### src/rtl/vrf_pkg.sv
package vrf_pkg;
  localparam logic [1:0] PORT_VSEL = 2'd0;
  localparam logic [1:0] PORT_FSEL = 2'd1;
  localparam logic [1:0] PORT_DLO  = 2'd2;
  localparam logic [1:0] PORT_DHI  = 2'd3;

  localparam logic [7:0] FN_COUNT  = 8'h0E;
  localparam logic [7:0] FN_DMA    = 8'h41;
  localparam logic [7:0] FN_TIMER  = 8'h45;
  localparam logic [7:0] FN_RESET  = 8'h4C;
  localparam logic [7:0] RD_FLAG   = 8'h80;
  localparam logic [7:0] COUNT_RST = 8'hCD;

  typedef struct packed {
    logic voice_wr;
    logic voice_rd;
    logic count_wr;
    logic count_rd;
    logic dma;
    logic timer;
    logic rst;
  } fn_dec_t;
endpackage

### src/rtl/vrf_decode.sv
module vrf_decode
  import vrf_pkg::*;
#(
  parameter int NUM_FUNCS = 14
) (
  input  logic [7:0] func_i,
  output fn_dec_t    dec_o
);
  localparam logic [6:0] LAST_FN = 7'(NUM_FUNCS - 1);

  always_comb begin
    dec_o          = '0;
    dec_o.voice_wr = (func_i[7] == 1'b0) && (func_i[6:0] <= LAST_FN);
    dec_o.voice_rd = (func_i[7] == 1'b1) && (func_i[6:0] <= LAST_FN);
    dec_o.count_wr = (func_i == FN_COUNT);
    dec_o.count_rd = (func_i == (FN_COUNT | RD_FLAG));
    dec_o.dma      = (func_i == FN_DMA);
    dec_o.timer    = (func_i == FN_TIMER);
    dec_o.rst      = (func_i == FN_RESET);
  end
endmodule

### src/rtl/vrf_bank.sv
module vrf_bank #(
  parameter int NUM_VOICES = 32,
  parameter int SLOT_W     = 4,
  parameter int DATA_W     = 16,
  localparam int VOICE_W   = $clog2(NUM_VOICES),
  localparam int IDX_W     = VOICE_W + SLOT_W,
  localparam int DEPTH     = NUM_VOICES << SLOT_W,
  localparam int LANES     = DATA_W / 8
) (
  input  logic              clk_i,
  input  logic              rst_ni,
  input  logic              we_i,
  input  logic [LANES-1:0]  be_i,
  input  logic [IDX_W-1:0]  idx_i,
  input  logic [DATA_W-1:0] wdata_i,
  output logic [DATA_W-1:0] rdata_o
);
  logic [DATA_W-1:0] mem_q [DEPTH];

  for (genvar l = 0; l < LANES; l++) begin : g_lane
    always_ff @(posedge clk_i or negedge rst_ni) begin
      if (!rst_ni) begin
        for (int i = 0; i < DEPTH; i++) mem_q[i][l*8 +: 8] <= '0;
      end else if (we_i && be_i[l]) begin
        mem_q[idx_i][l*8 +: 8] <= wdata_i[l*8 +: 8];
      end
    end
  end

  assign rdata_o = mem_q[idx_i];

  // disabled lanes must hold their previous content
  p_lane_hold_r3: assert property (@(posedge clk_i) disable iff (!rst_ni)
    (we_i && !be_i[LANES-1]) |=>
      (mem_q[$past(idx_i)][DATA_W-1 -: 8] == $past(rdata_o[DATA_W-1 -: 8])));
  p_lane_hold_r4: assert property (@(posedge clk_i) disable iff (!rst_ni)
    (we_i && !be_i[0]) |=> (mem_q[$past(idx_i)][7:0] == $past(rdata_o[7:0])));
  p_no_we_stable_r6: assert property (@(posedge clk_i) disable iff (!rst_ni)
    !we_i |=> (mem_q[$past(idx_i)] == $past(rdata_o)));
endmodule

### src/rtl/voice_regfile.sv
module voice_regfile
  import vrf_pkg::*;
#(
  parameter int NUM_VOICES = 32,
  parameter int NUM_FUNCS  = 14,
  parameter int DATA_W     = 16
) (
  input  logic              clk_i,
  input  logic              rst_ni,
  input  logic              wr_i,
  input  logic [1:0]        addr_i,
  input  logic              word_i,
  input  logic [DATA_W-1:0] wdata_i,
  output logic [DATA_W-1:0] rdata_o
);
  localparam int VOICE_W = $clog2(NUM_VOICES);
  localparam int SLOT_W  = $clog2(NUM_FUNCS);
  localparam int IDX_W   = VOICE_W + SLOT_W;
  localparam int LANES   = DATA_W / 8;

  logic [7:0]        vsel_q, fsel_q, count_q, dma_q, timer_q, rst_q;
  fn_dec_t           dec;
  logic              data_wr, is_hi, bank_we;
  logic [LANES-1:0]  bank_be;
  logic [DATA_W-1:0] bank_wdata, bank_rdata, raw;
  logic [IDX_W-1:0]  idx;
  logic [7:0]        wbyte;

  vrf_decode #(.NUM_FUNCS(NUM_FUNCS)) u_dec (.func_i(fsel_q), .dec_o(dec));

  assign data_wr    = wr_i && addr_i[1];
  assign is_hi      = (addr_i == PORT_DHI);
  assign wbyte      = wdata_i[7:0];
  assign idx        = {vsel_q[VOICE_W-1:0], fsel_q[SLOT_W-1:0]};
  assign bank_be    = word_i ? '1 : (is_hi ? LANES'(2'b10) : LANES'(2'b01));
  assign bank_wdata = word_i ? wdata_i : {LANES{wbyte}};
  assign bank_we    = data_wr && dec.voice_wr && rst_q[0];

  vrf_bank #(
    .NUM_VOICES(NUM_VOICES), .SLOT_W(SLOT_W), .DATA_W(DATA_W)
  ) u_bank (
    .clk_i, .rst_ni, .we_i(bank_we), .be_i(bank_be), .idx_i(idx),
    .wdata_i(bank_wdata), .rdata_o(bank_rdata)
  );

  always_ff @(posedge clk_i or negedge rst_ni) begin
    if (!rst_ni) begin
      vsel_q  <= '0;
      fsel_q  <= '0;
      count_q <= COUNT_RST;
      dma_q   <= '0;
      timer_q <= '0;
      rst_q   <= '0;
    end else if (wr_i) begin
      if (addr_i == PORT_VSEL) vsel_q <= wbyte;
      if (addr_i == PORT_FSEL) fsel_q <= wbyte;
      if (data_wr) begin
        if (dec.count_wr) count_q <= wbyte;
        if (dec.dma)      dma_q   <= wbyte;
        if (dec.timer)    timer_q <= wbyte;
        if (dec.rst) begin
          if (wbyte[0]) rst_q <= wbyte;
          else begin
            rst_q   <= wbyte & 8'hF9;
            dma_q   <= '0;
            timer_q <= '0;
            count_q <= COUNT_RST;
          end
        end
      end
    end
  end

  always_comb begin
    raw = '1;
    if (dec.voice_rd)      raw = bank_rdata;
    else if (dec.count_rd) raw = DATA_W'(count_q);
    else if (dec.dma)      raw = DATA_W'(dma_q);
    else if (dec.timer)    raw = DATA_W'(timer_q);
    else if (dec.rst)      raw = DATA_W'(rst_q);
  end

  always_comb begin
    case (addr_i)
      PORT_VSEL: rdata_o = DATA_W'(vsel_q);
      PORT_FSEL: rdata_o = DATA_W'(fsel_q);
      default:   rdata_o = word_i ? raw
                         : (is_hi ? DATA_W'(raw[DATA_W-1 -: 8]) : DATA_W'(raw[7:0]));
    endcase
  end

  p_lockout_r6: assert property (@(posedge clk_i) disable iff (!rst_ni)
    (data_wr && dec.voice_wr && !rst_q[0]) |-> !bank_we);
  p_soft_reset_r10: assert property (@(posedge clk_i) disable iff (!rst_ni)
    (data_wr && dec.rst && !wbyte[0]) |=>
      (count_q == COUNT_RST && dma_q == 8'h00 && timer_q == 8'h00 && rst_q[2:1] == 2'b00));
  p_unsupported_r8: assert property (@(posedge clk_i) disable iff (!rst_ni)
    (addr_i[1] && word_i && fsel_q[7] && fsel_q[6:0] > 7'h0E) |-> (rdata_o == '1));
  p_byte_zero_ext_r5: assert property (@(posedge clk_i) disable iff (!rst_ni)
    (addr_i[1] && !word_i) |-> (rdata_o[DATA_W-1 -: 8] == 8'h00));
endmodule

### config.mk
export PLATFORM = sky130hd
export DESIGN_NAME = voice_regfile
export DESIGN_NICKNAME = d
export VERILOG_FILES = /design/src/rtl/vrf_pkg.sv /design/src/rtl/vrf_decode.sv /design/src/rtl/vrf_bank.sv /design/src/rtl/voice_regfile.sv
export SDC_FILE = /design/constraint.sdc
export NUM_CORES = 1
export LEC_CHECK = 0
export BUFFER_PORTS_ARGS = -buffer_cell sky130_fd_sc_hd__buf_2
export CAP_MARGIN = 0
export CORE_MARGIN = 2
export CORE_UTILIZATION = 35
export DETAILED_ROUTE_END_ITERATION = 6
export PLACE_DENSITY = 0.62
export RECOVER_POWER = 100
export SLEW_MARGIN = 5
export SYNTH_ARGS = -nofsm -noshare
export SYNTH_HDL_FRONTEND = slang
export SYNTH_SLANG_ARGS = --single-unit
### constraint.sdc
create_clock -name clk_i -period 2 [get_ports clk_i]
set_input_delay 0.2 -clock clk_i [delete_from_list [all_inputs] [get_ports clk_i]]
set_output_delay 0.2 -clock clk_i [all_outputs]
set_load 0.02 [all_outputs]
==> flow_metrics.env <==
export IMPL_synth_compound_area_share_pct=10.4
export IMPL_synth_edff_count=0
export IMPL_layout_drive_gt1_share_pct=45.1
export IMPL_netlist_instances=254
export IMPL_synth_ff_type="dfrtp_1"
export IMPL_clock_sinks=48
export IMPL_core_um2=7250
export IMPL_drt_antenna_violating_nets=0
export IMPL_tightest_slew_ps=1180
export IMPL_min_from="wdata_i[3]"
export IMPL_p_per_area_nw_per_um2=754
export IMPL_p_switching_w=0.000885
export IMPL_mostFrequentLayoutCell="dfrtp_1"
export IMPL_grt_start_max_net_pins=49
export IMPL_yosys_area_share_simple_pct=20.1
export IMPL_ios=38
export IMPL_hold_ws_ps=193
export IMPL_areaGrowthSynthToFinish_pct=35.7
export IMPL_finalWeightedCongestion=0.834
export IMPL_met3_usage_pct=3.01
export IMPL_die_area_um2=8230
export IMPL_yosys_area_top_type="dfrtp_1"
export IMPL_reg2reg_slack_ps=-180
export IMPL_leakagePower_nw=1.69
export IMPL_cts_tree="built"
export IMPL_crit_slowest_cell="or4b_4"
export IMPL_cts_reportedPaths_clkPinSlew_ps=90
export IMPL_grt_overflow_total=0
export IMPL_synth_nets=276
export IMPL_place_inst=392
export IMPL_synthArstFlopShare_pct=100
export IMPL_dp_slack_ps=-183
export IMPL_top_usage_layer="met2"
export IMPL_synth_xor_area_share_pct=0
export IMPL_start_util_pct=36.3
export IMPL_synth_fa_ha_area_share_pct=0
export IMPL_synth_top_area_share_pct=40.9
export IMPL_drc=0
export IMPL_reg2regPathDepth=6
export IMPL_hp_class="input port to flip-flop"
export IMPL_clock_latency_ps=290
export IMPL_avgSynthCellArea_um2=10.4
export IMPL_gr_usage_met2_pct=28.5
export IMPL_synth_cell_types=41
export IMPL_setup_violations=35
export IMPL_rows=31
export IMPL_setup_ws_ps=-402
export IMPL_finalCritPeriodShare_pct=120
export IMPL_cp_required_ps=1800
export IMPL_crit_family="simple AND/OR/NAND/NOR gates"
export IMPL_h_tree_depth=2
export IMPL_syn_cell_area_um2=2630
export IMPL_final_cells=414
export IMPL_min_period_ps=2400
export IMPL_path_buf_inv=1
export IMPL_reg2reg_from="fsel_q[5]$_DFFE_PN0P_"
export IMPL_cp_max_fo=6
export IMPL_crit_type="flip-flop to primary output"
export IMPL_met1_usage_pct=24.9
export IMPL_synth_top_family_by_area="simple AND/OR/NAND/NOR gates"
export IMPL_die_w_um=90.7
export IMPL_outcome="finished with violations"
export IMPL_p_sw_share_pct=32.9
export IMPL_die_y_um=90.7
export IMPL_ys_warn_count=16400
export IMPL_peakVddDrop_mv=0.417
export IMPL_routedWlPerCell_um=17.6
export IMPL_dp_hpwl_mm=4.84
export IMPL_wirelength_mm=7.27
export IMPL_viasPerCell=5.46
export IMPL_grt_use_total_pct=17.8
export IMPL_fmax_ghz=0.416
export IMPL_drtIter0Drc=100
export IMPL_p_seq_share_pct=43.5
export IMPL_antenna_cells=0
export IMPL_cts_root_buf="clkbuf_8"
export IMPL_holdPathStages=3
export IMPL_rsz0062_at_grt="true"
export IMPL_grt_pass1_wl_mm=11.5
export IMPL_slew_violations=0
export IMPL_hold_viol=0
export IMPL_violations="negative setup slack"
export IMPL_slew_headroom_pct=21.3
export IMPL_grt_pass1_vias=2173
export IMPL_drt_pass1_iter_count=4
export IMPL_cap_violations=0
export IMPL_rr_endpoint="timer_q[3]$_DFFE_PN0P_"
export IMPL_worstSetupEndpointType="primary output"
export IMPL_ys_ff_latch=48
export IMPL_fin_worst_skew_ps=6.93
export IMPL_share_comb_of_total_power_pct=35.7
export IMPL_via_count=2259
export IMPL_cts_hold_fix_buffers=0
export IMPL_antenna_found_initial=0
export IMPL_worst_ep_arrival_time_ps=2200
export IMPL_p_int_w=0.00181
export IMPL_final_cell_mix="40 x dfrtp_1, 31 x buf_4, 30 x mux2i_1"
export IMPL_portBuffers=29
export IMPL_synthMuxAreaShare_pct=18.3
export IMPL_numCtsBuffers=5
export IMPL_cts_buffer_depth=2
export IMPL_cpPeakStageDelay_ps=640
export IMPL_ys_seq_area_share_pct=45.9
export IMPL_whs_endpoint="rst_q[3]$_DFFE_PN0P_"
export IMPL_ys_top_cells_by_area="dfrtp_1 41%, mux2i_1 11%, mux2_2 6.8%, dfstp_2 5.0%, nand2_1 4.0%"
export IMPL_worst_setup_path_start_kind="flip-flop"
export IMPL_nets=336
export IMPL_path_cells="or4b_4 -> o32ai_2 -> a221oi_2 -> or3_4 -> buf_2"
export IMPL_clkPwrFrac_pct=20.9
==> per-stage QoR <==
stage               util (%)  instance area [µm²]  TNS, ps  power, W
floorplan                  -                 2720    -38.7   0.00164
global placement        42.8                 3100    -2170   0.00189
detailed placement      42.8                 3100    -2930   0.00191
CTS                     47.3                 3430    -3770   0.00262
global route            49.2                 3570    -8580   0.00284
finish                  49.2                 3570    -6260   0.00269
==> kinds of logic (layout without fill, tap and decap cells) <==
kind of cell | after synthesis | after routing
AOI/OAI and AO/OA | 38 | 38
DFF | 48 | 48
and+or+nand+nor | 97 | 99
buffers and inverters | 25 | 84
muxes | 46 | 46
==> flip-flops by register name, summed over array words and instances (netlist names) <==
signal,flops
count_q,8
dma_q,8
fsel_q,8
rst_q,8
timer_q,8
vsel_q,8
==> how the worst max path moves through the flow <==
stage | startpoint | to | slack (ps) | depth (start not counted)
5_1_grt | fsel_q[5]$_DFFE_PN0P_ | rdata_o[5] | -480 | 6
3_3_place_gp | fsel_q[4]$_DFFE_PN0P_ | count_q[4]$_DFFE_PN0P_ | -150 | 4
3_5_place_dp | fsel_q[4]$_DFFE_PN0P_ | rdata_o[2] | -180 | 5
6_report | fsel_q[5]$_DFFE_PN0P_ | rdata_o[1] | -400 | 5
2_1_floorplan | fsel_q[6]$_DFFE_PN0P_ | rdata_o[1] | -9 | 5
4_1_cts | fsel_q[5]$_DFFE_PN0P_ | rdata_o[7] | -400 | 5
==> routing by layer <==
layer  vias to the layer above  part of all wire (%)
li1                       1036                     -
met1                      1135                    44
met2                        84                    49
met3                         4                   6.1
met4                         0                  0.84
met5                         -                     0
==> power by group through the flow <==
stage | Clock [W] | Sequential (W) | Combinational, W
floorplan | 0 | 0.00117 | 0.000470
global placement | 0 | 0.00118 | 0.000713
detailed placement | 0 | 0.00118 | 0.000727
CTS | 0.000576 | 0.00117 | 0.000871
global route | 0.000626 | 0.00119 | 0.00102
finish | 0.000562 | 0.00117 | 0.000960
==> synth_stat cells (all sizes together) (4+ instances only) <==
cell    instances
o21ai           9
mux2           16
nand3b          4
o32ai           8
nor2           28
or3             8
dfrtp          43
dfstp           5
and2            8
clkbuf         10
a221oi          8
a31oi           8
buf            12
nand2          28
mux2i          30
==> layout make-up <==
class	count	area (µm²)
clock buffer	7	76.3
sequential	48	1210
tap	99	124
inverter	3	15.0
timing repair buffer	73	582
clock inverter	1	5.00
fill	690	3680
multi-input combinational	183	1560
==> worst reg2reg max path, cell delays in order (launching register included) <==
cell and delay, ps:
dfrtp_2 440, buf_4 160, or4b_4 550, buf_6 160
or4_4 520, mux2i_1 210, nor2_1 50
==> what timing repair did <==
| item | 4_1_cts | 5_1_grt |
|---|---|---|
| pin swaps | 8 | 9 |
| gates resized for setup | 38 | 22 |
| setup buffers | 6 | 7 |
| cloned | 2 | 0 |
| hold endpoints to repair | 0 | 0 |
| setup endpoints to repair | 37 | 43 |
Note: power is estimated with default switching activity, not from simulation.
